$ cat src/rtl/crc_serial_div.sv
module crc_serial_div #(
  parameter int           R    = 16,
  parameter logic [R-1:0] POLY = 16'h1021
) (
  input  logic         clk,
  input  logic         rst_n,
  input  logic         clr,
  input  logic         bit_in,
  input  logic         bit_vld,
  input  logic         flush,
  output logic [R-1:0] rem,
  output logic         rem_zero,
  output logic         ser_out,
  output logic         done
);
  localparam int CW = $clog2(2 * R + 1);
  localparam logic [CW-1:0] AUG_END  = CW'(R);
  localparam logic [CW-1:0] LAST_CNT = CW'(2 * R - 1);

  if (!POLY[0]) begin : g_bad_poly
    $error("crc_serial_div: POLY needs a constant term of 1");
  end
  if (R < 2) begin : g_bad_deg
    $error("crc_serial_div: R must be at least 2");
  end

  logic [R-1:0]  rem_q;
  logic [CW-1:0] cnt_q;
  logic          done_q;

  wire           readout = flush && (cnt_q >= AUG_END);
  wire           din     = flush ? 1'b0 : bit_in;
  wire           fb      = rem_q[R-1] && !readout;
  wire [R-1:0]   nxt     = {rem_q[R-2:0], din} ^ (fb ? POLY : '0);
  wire           last    = flush && (cnt_q == LAST_CNT);

  always_ff @(posedge clk or negedge rst_n) begin
    if (!rst_n) begin
      rem_q  <= '0;
      cnt_q  <= '0;
      done_q <= 1'b0;
    end else if (clr) begin
      rem_q  <= '0;
      cnt_q  <= '0;
      done_q <= 1'b0;
    end else begin
      done_q <= bit_vld && last;
      if (bit_vld) begin
        rem_q <= nxt;
        if (flush) cnt_q <= last ? '0 : cnt_q + 1'b1;
      end
    end
  end

  assign rem      = rem_q;
  assign rem_zero = (rem_q == '0);
  assign ser_out  = rem_q[R-1];
  assign done     = done_q;
endmodule

$ cat config.mk
export PLATFORM = sky130hd
export DESIGN_NAME = crc_serial_div
export DESIGN_NICKNAME = d
export VERILOG_FILES = /design/src/rtl/crc_serial_div.sv
export SDC_FILE = /design/constraint.sdc
export NUM_CORES = 1
export LEC_CHECK = 0
export ABC_CLOCK_PERIOD_IN_PS = 1650
export BUFFER_PORTS_ARGS = -buffer_cell sky130_fd_sc_hd__buf_2
export CAP_MARGIN = 5
export CORE_ASPECT_RATIO = 0.6
export CORE_MARGIN = 2
export CORE_UTILIZATION = 30
export CTS_CLUSTER_SIZE = 25
export DETAILED_ROUTE_END_ITERATION = 16
export SETUP_SLACK_MARGIN = 0.2
export SLEW_MARGIN = 20
export SYNTH_ARGS = -nofsm -noshare
export SYNTH_HDL_FRONTEND = slang
export SYNTH_SLANG_ARGS = --single-unit
$ cat constraint.sdc
create_clock -name clk -period 1.65 [get_ports clk]
set_clock_uncertainty 0.15 [all_clocks]
set_input_delay 0.2475 -clock clk [delete_from_list [all_inputs] [get_ports clk]]
set_output_delay 0.2475 -clock clk [all_outputs]
set_load 0.01 [all_outputs]
==> impl_metrics.tcl, run 1 <==
set metrics [dict create \
    status "complete, but fails checks" \
    violations "setup timing" \
    grt_pass1_vias 868 \
    die_x_um 82.3 \
    async_reset_ff_frac 1.00 \
    core_um2 3590 \
    fin_hold_ws_ns 0.203 \
    diodes 0 \
    cp.required_ns 1.25 \
    grt_pass1_wl_um 4090 \
    avgRoutedWirePerCell_um 13.7 \
    clk_latency_ns 0.26 \
    reg2regPathDepth 4 \
    max_cap_viol_count 0 \
    port_buffers 24 \
    die_h_um 51.0 \
    utilization 0.406 \
    cp-end-kind "primary output" \
    finalCriticalPeriod_ns 1.74 \
    postRouteAntennaNets 0 \
    drc 0 \
    cts_buffer_depth 2 \
    worstMarginPinSlew_ns 0.523 \
    gp_congestion 0.791 \
    grt_usage 0.130 \
    reg2reg_from "rem[15]" \
    synth_cell_type_count 26 \
    fillers 362 \
    routed_wl_um 2540 \
    grt_antenna_before_repair 0 \
    r2r_slack_ns 0.21 \
    num_vias 931 \
    setup_viol 1 \
    clock_sinks 23 \
    place_area_um2 1250 \
    drt-vias-per-instance 5.03 \
    path_max_fanout 3 \
    vdd_drop_max_v 0.000343 \
    firstDrtPassIters 4 \
    synth_ff_type "dfrtp_1" \
    path_clk_slew_ns 0.08 \
    worstHoldStart "bit_vld" \
    syn_area_per_cell_um2 10.2 \
    rsz0062_at_grt "yes" \
    synth_edf_count 0 \
    yosys_warnings 0 \
    cp-start-kind "register" \
    p_total_mw 1.04 \
    reg2reg_to "rem[12]" \
    hold_path_depth 3 \
    cellPowerDensity_nw_per_um2 713 \
    synth-seq-cells 23 \
    max_slew_margin 0.651 \
    drive_above_1_share 0.370 \
    setup_ws_ns -0.0916 \
    io_pins 25 \
    grt_max_degree 25 \
    cts_buffers 3 \
    placementRows 17 \
    maxSlewViolCount 0 \
    fmax_ghz 0.574 \
    syn_area_um2 1100 \
    finalInstanceArea_um2 1460 \
    min_to "done" \
    arrival_ns 1.34 \
    cts_tree "built" \
    area_growth_pct 32.2 \
    hp-class "input pin to register" \
    nNetsFinal 146 \
    synthesis.nets 115 \
    root_buffer "clkbuf_8" \
    drtIter0Drc 57 \
    cts_max_level 1 \
    fin_crit_sh 1.06 \
    dieArea_um2 4200 \
    p_leak_nw 0.701 \
    crit_type "register to primary output" \
    grt_overflow 0 \
    syn-instance-count 108 \
    start_util 0.307 \
    place_hpwl_um 1680 \
    finalHoldViolCount 0 \
    synth_seq_area_share 0.521 \
]
worst max-delay path, cell delays in order (launching register included):
cell and delay (ns):
dfrtp_1 0.43, nor4_2 0.30, and4_1 0.23, buf_2 0.13
final cells by class:
cell class | instances | area (um2) | share of cell area
Clock buffer | 3 | 41.3 | 0.0283
Tap cell | 47 | 58.8 | 0.0403
Clock inverter | 1 | 5.00 | 0.00343
Sequential cell | 23 | 579 | 0.397
Timing Repair Buffer | 34 | 211 | 0.145
Inverter | 2 | 10.0 | 0.00686
Multi-Input combinational cell | 75 | 554 | 0.380
registers in the layout, summed over array words and instances (netlist names):
signal / cells
cnt_q: 6
done: 1
rem: 16
through the flow:
stage | TNS (ns) | std cells | worst slack, ns
after global placement | 0 | 173 | 0.120
after global routing | -0.161 | 185 | -0.161
final | -0.0916 | 185 | -0.0916
after CTS | -0.0802 | 182 | -0.0802
after floorplan | 0 | 108 | 0.261
after detailed placement | 0 | 173 | 0.113
worst max path at each step:
stage | slack [ns] | endpoint | depth (start not counted) | start
3_5_place_dp | 0.11 | rem_zero | 3 | rem[10]
6_report | -0.09 | rem_zero | 3 | rem[12]
5_1_grt | -0.16 | rem_zero | 3 | rem[13]
3_3_place_gp | 0.12 | rem_zero | 3 | rem[10]
4_1_cts | -0.08 | rem_zero | 3 | rem[7]
2_1_floorplan | 0.26 | rem[5] | 3 | rem[15]
placed cells by master, fill, tap and decap left out, drive strengths merged, types with 3 or more instances in the layout:
master / n
nand3: 3
buf: 33
dfrtp: 23
o21ai: 5
or3: 4
clkbuf: 3
a21oi: 4
mux2i: 15
nor2: 19
nor4: 4
nand2: 5
repair_timing:
item | CTS | global route
hold buffers | 1 | 0
gates cloned | 0 | 0
setup endpoints to repair | 3 | 5
hold endpoints to repair | 23 | 0
resized for setup | 4 | 17
pin swaps | 3 | 5
buffers inserted | 4 | 3
synth_stat cells (2+ instances only):
master    count  area, um2
a21oi_1       4       20.0
o21ai_0       5       25.0
nand2_1       5       18.8
a311oi_1      2       17.5
inv_1         2       7.51
nor3_1        2       10.0
a211oi_1      2       15.0
mux2i_1      15        150
nor4_1        4       25.0
nand3_1       3       15.0
nor2_1       19       71.3
buf_2         4       20.0
clkbuf_1      2       7.51
dfrtp_1      23        576
xor2_1        2       17.5
or3_1         4       25.0
logic make-up after synthesis:
kind of cell | share of synthesized area
mux | 0.136
compound gates | 0.0849
fa+ha+maj | 0.0113
xor+xnor | 0.0159
buf+inv | 0.0487
simple gates | 0.182
flops | 0.521
report_power, final:
part           internal (mW)  switching [mW]
Combinational         0.0483          0.0659
Clock                  0.168           0.173
Sequential             0.573          0.0130
metal layers:
metal / vias to the layer above / wire [um] / global-route usage
met5: - / 0 / 0
met4: 0 / 48 / 0.0417
met3: 5 / 137 / 0.0353
met2: 23 / 1180 / 0.203
met1: 463 / 1170 / 0.175
li1: 440 / - / -
(Power assumes the default switching activity.)
==> run 2: changes to the inputs <==
==> constraint.sdc (replaced) <==
create_clock -name clk -period 1.65 [get_ports clk]
set_clock_uncertainty 0.15 [all_clocks]
set_input_delay 0.0825 -clock clk [delete_from_list [all_inputs] [get_ports clk]]
set_output_delay 0.0825 -clock clk [all_outputs]
set_load 0.01 [all_outputs]
==> impl_metrics.tcl, run 2 (synthesis gave the netlist of run 1 again) <==
set metrics [dict create \
    firstDrtPassIters 4 \
    path_max_fanout 2 \
    use_met3 0.0442 \
    area_growth_pct 29.3 \
    cp-start-kind "register" \
    cts_buffers 3 \
    r2r_slack_ns 0.20 \
    path_clk_slew_ns 0.08 \
    die_h_um 51.0 \
    fmax_ghz 0.645 \
    fillers 353 \
    diodes 0 \
    num_vias 899 \
    gp_congestion 0.756 \
    drive_above_1_share 0.331 \
    setup_viol 0 \
    dieArea_um2 4200 \
    grt_overflow 0 \
    cts_buffer_depth 2 \
    hp-class "input pin to register" \
    grt_antenna_before_repair 0 \
    status "complete, no violations" \
    cts_max_level 1 \
    port_buffers 24 \
    worstMarginPinSlew_ns 0.503 \
    root_buffer "clkbuf_8" \
    drt-vias-per-instance 4.83 \
    reg2reg_to "rem[12]" \
    maxSlewViolCount 0 \
    top_usage_layer "met2" \
    setup_ws_ns 0.0992 \
    largest_register_ffs 16 \
    fin_hold_ws_ns 0.0156 \
    die_x_um 82.3 \
    clk_latency_ns 0.26 \
    drc 0 \
    grt_pass1_wl_um 3930 \
    drtIter0Drc 37 \
    rsz0062_at_grt "yes" \
    nNetsFinal 147 \
    p_leak_nw 0.711 \
    max_slew_margin 0.664 \
    vdd_drop_max_v 0.000258 \
    place_hpwl_um 1690 \
    reg2reg_from "rem[15]" \
    max_cap_viol_count 0 \
    crit_type "register to primary output" \
    dpl_worst_slack_ns 0.197 \
    grt_usage 0.126 \
    start_util 0.307 \
    cp.required_ns 1.42 \
    clock_sinks 23 \
    avgRoutedWirePerCell_um 12.9 \
    cp-end-kind "primary output" \
    finalCriticalPeriod_ns 1.55 \
    layout_commonest_cell "buf_2" \
    finalHoldViolCount 0 \
    cp-endpoint "rem_zero" \
    cts_tree "built" \
    routed_wl_um 2410 \
    fin_crit_sh 0.940 \
    final_cell_mix "buf_2 (24), dfrtp_1 (21), nor2_1 (19)" \
    grt_max_degree 25 \
    crit_start "rem[7]" \
    cellPowerDensity_nw_per_um2 725 \
    placementRows 17 \
    io_pins 25 \
    grt_pass1_vias 794 \
    arrival_ns 1.32 \
    reg2regPathDepth 4 \
    postRouteAntennaNets 0 \
    grt_use_met1 0.174 \
    core_um2 3590 \
    grt_util_met2 0.180 \
]
## run 2: repair_timing
| item | 4_1_cts | 5_1_grt |
|---|---|---|
| endpoints found under the hold margin | 23 | 0 |
| pin swaps | 2 | 4 |
| cloned | 0 | 0 |
| setup buffers | 4 | 4 |
| setup endpoints to repair | 3 | 4 |
| hold buffers | 1 | 0 |
| resized for setup | 3 | 8 |
## run 2: routing by layer
metal / wire, um / vias to the layer above
met5: 0 / -
met3: 155 / 5
met2: 1070 / 20
met4: 21 / 0
li1: - / 439
met1: 1160 / 435
## run 2: critical path: stages (launching register included)
cell and delay [ns]:
dfrtp_1 0.42, nor4_4 0.29, and4_1 0.22, buf_2 0.13
## run 2: per-stage QoR
step | setup TNS [ns] | cell area (um2) | cells | util | power [mW]
2_1_floorplan | 0 | 1100 | 108 | - | 0.656
3_3_place_gp | 0 | 1250 | 173 | 0.348 | 0.691
3_5_place_dp | 0 | 1250 | 173 | 0.348 | 0.695
4_1_cts | 0 | 1350 | 182 | 0.376 | 1.05
5_1_grt | -0.00202 | 1430 | 186 | 0.397 | 1.10
6_report | 0 | 1430 | 186 | 0.397 | 1.04
## run 2: area by class of cell
class / count / area (um2) / share of cell area
clock buffer: 3 / 41.3 / 0.0289
clock inverter: 1 / 5.00 / 0.00350
inverter: 2 / 7.51 / 0.00525
multi-input combinational: 75 / 529 / 0.370
sequential: 23 / 578 / 0.405
tap: 47 / 58.8 / 0.0412
timing repair buffer: 35 / 209 / 0.146
## run 2: worst min path at each step
stage | endpoint | cells past startpoint | slack [ns] | startpoint
2_1_floorplan | cnt_q[0] | 0 | -0.36 | rst_n
3_3_place_gp | cnt_q[2] | 1 | -0.07 | rst_n
3_5_place_dp | cnt_q[3] | 1 | -0.07 | rst_n
4_1_cts | cnt_q[1] | 3 | 0.008 | flush
5_1_grt | cnt_q[1] | 3 | 0.01 | flush
6_report | cnt_q[1] | 3 | 0.02 | flush
## run 2: where the power goes
part	leakage (nW)	switching, mW	total [mW]	internal, mW
combinational	0.371	0.0629	0.108	0.0453
clock	0.0255	0.174	0.343	0.168
sequential	0.314	0.0121	0.585	0.573
total	0.711	0.249	1.04	0.787
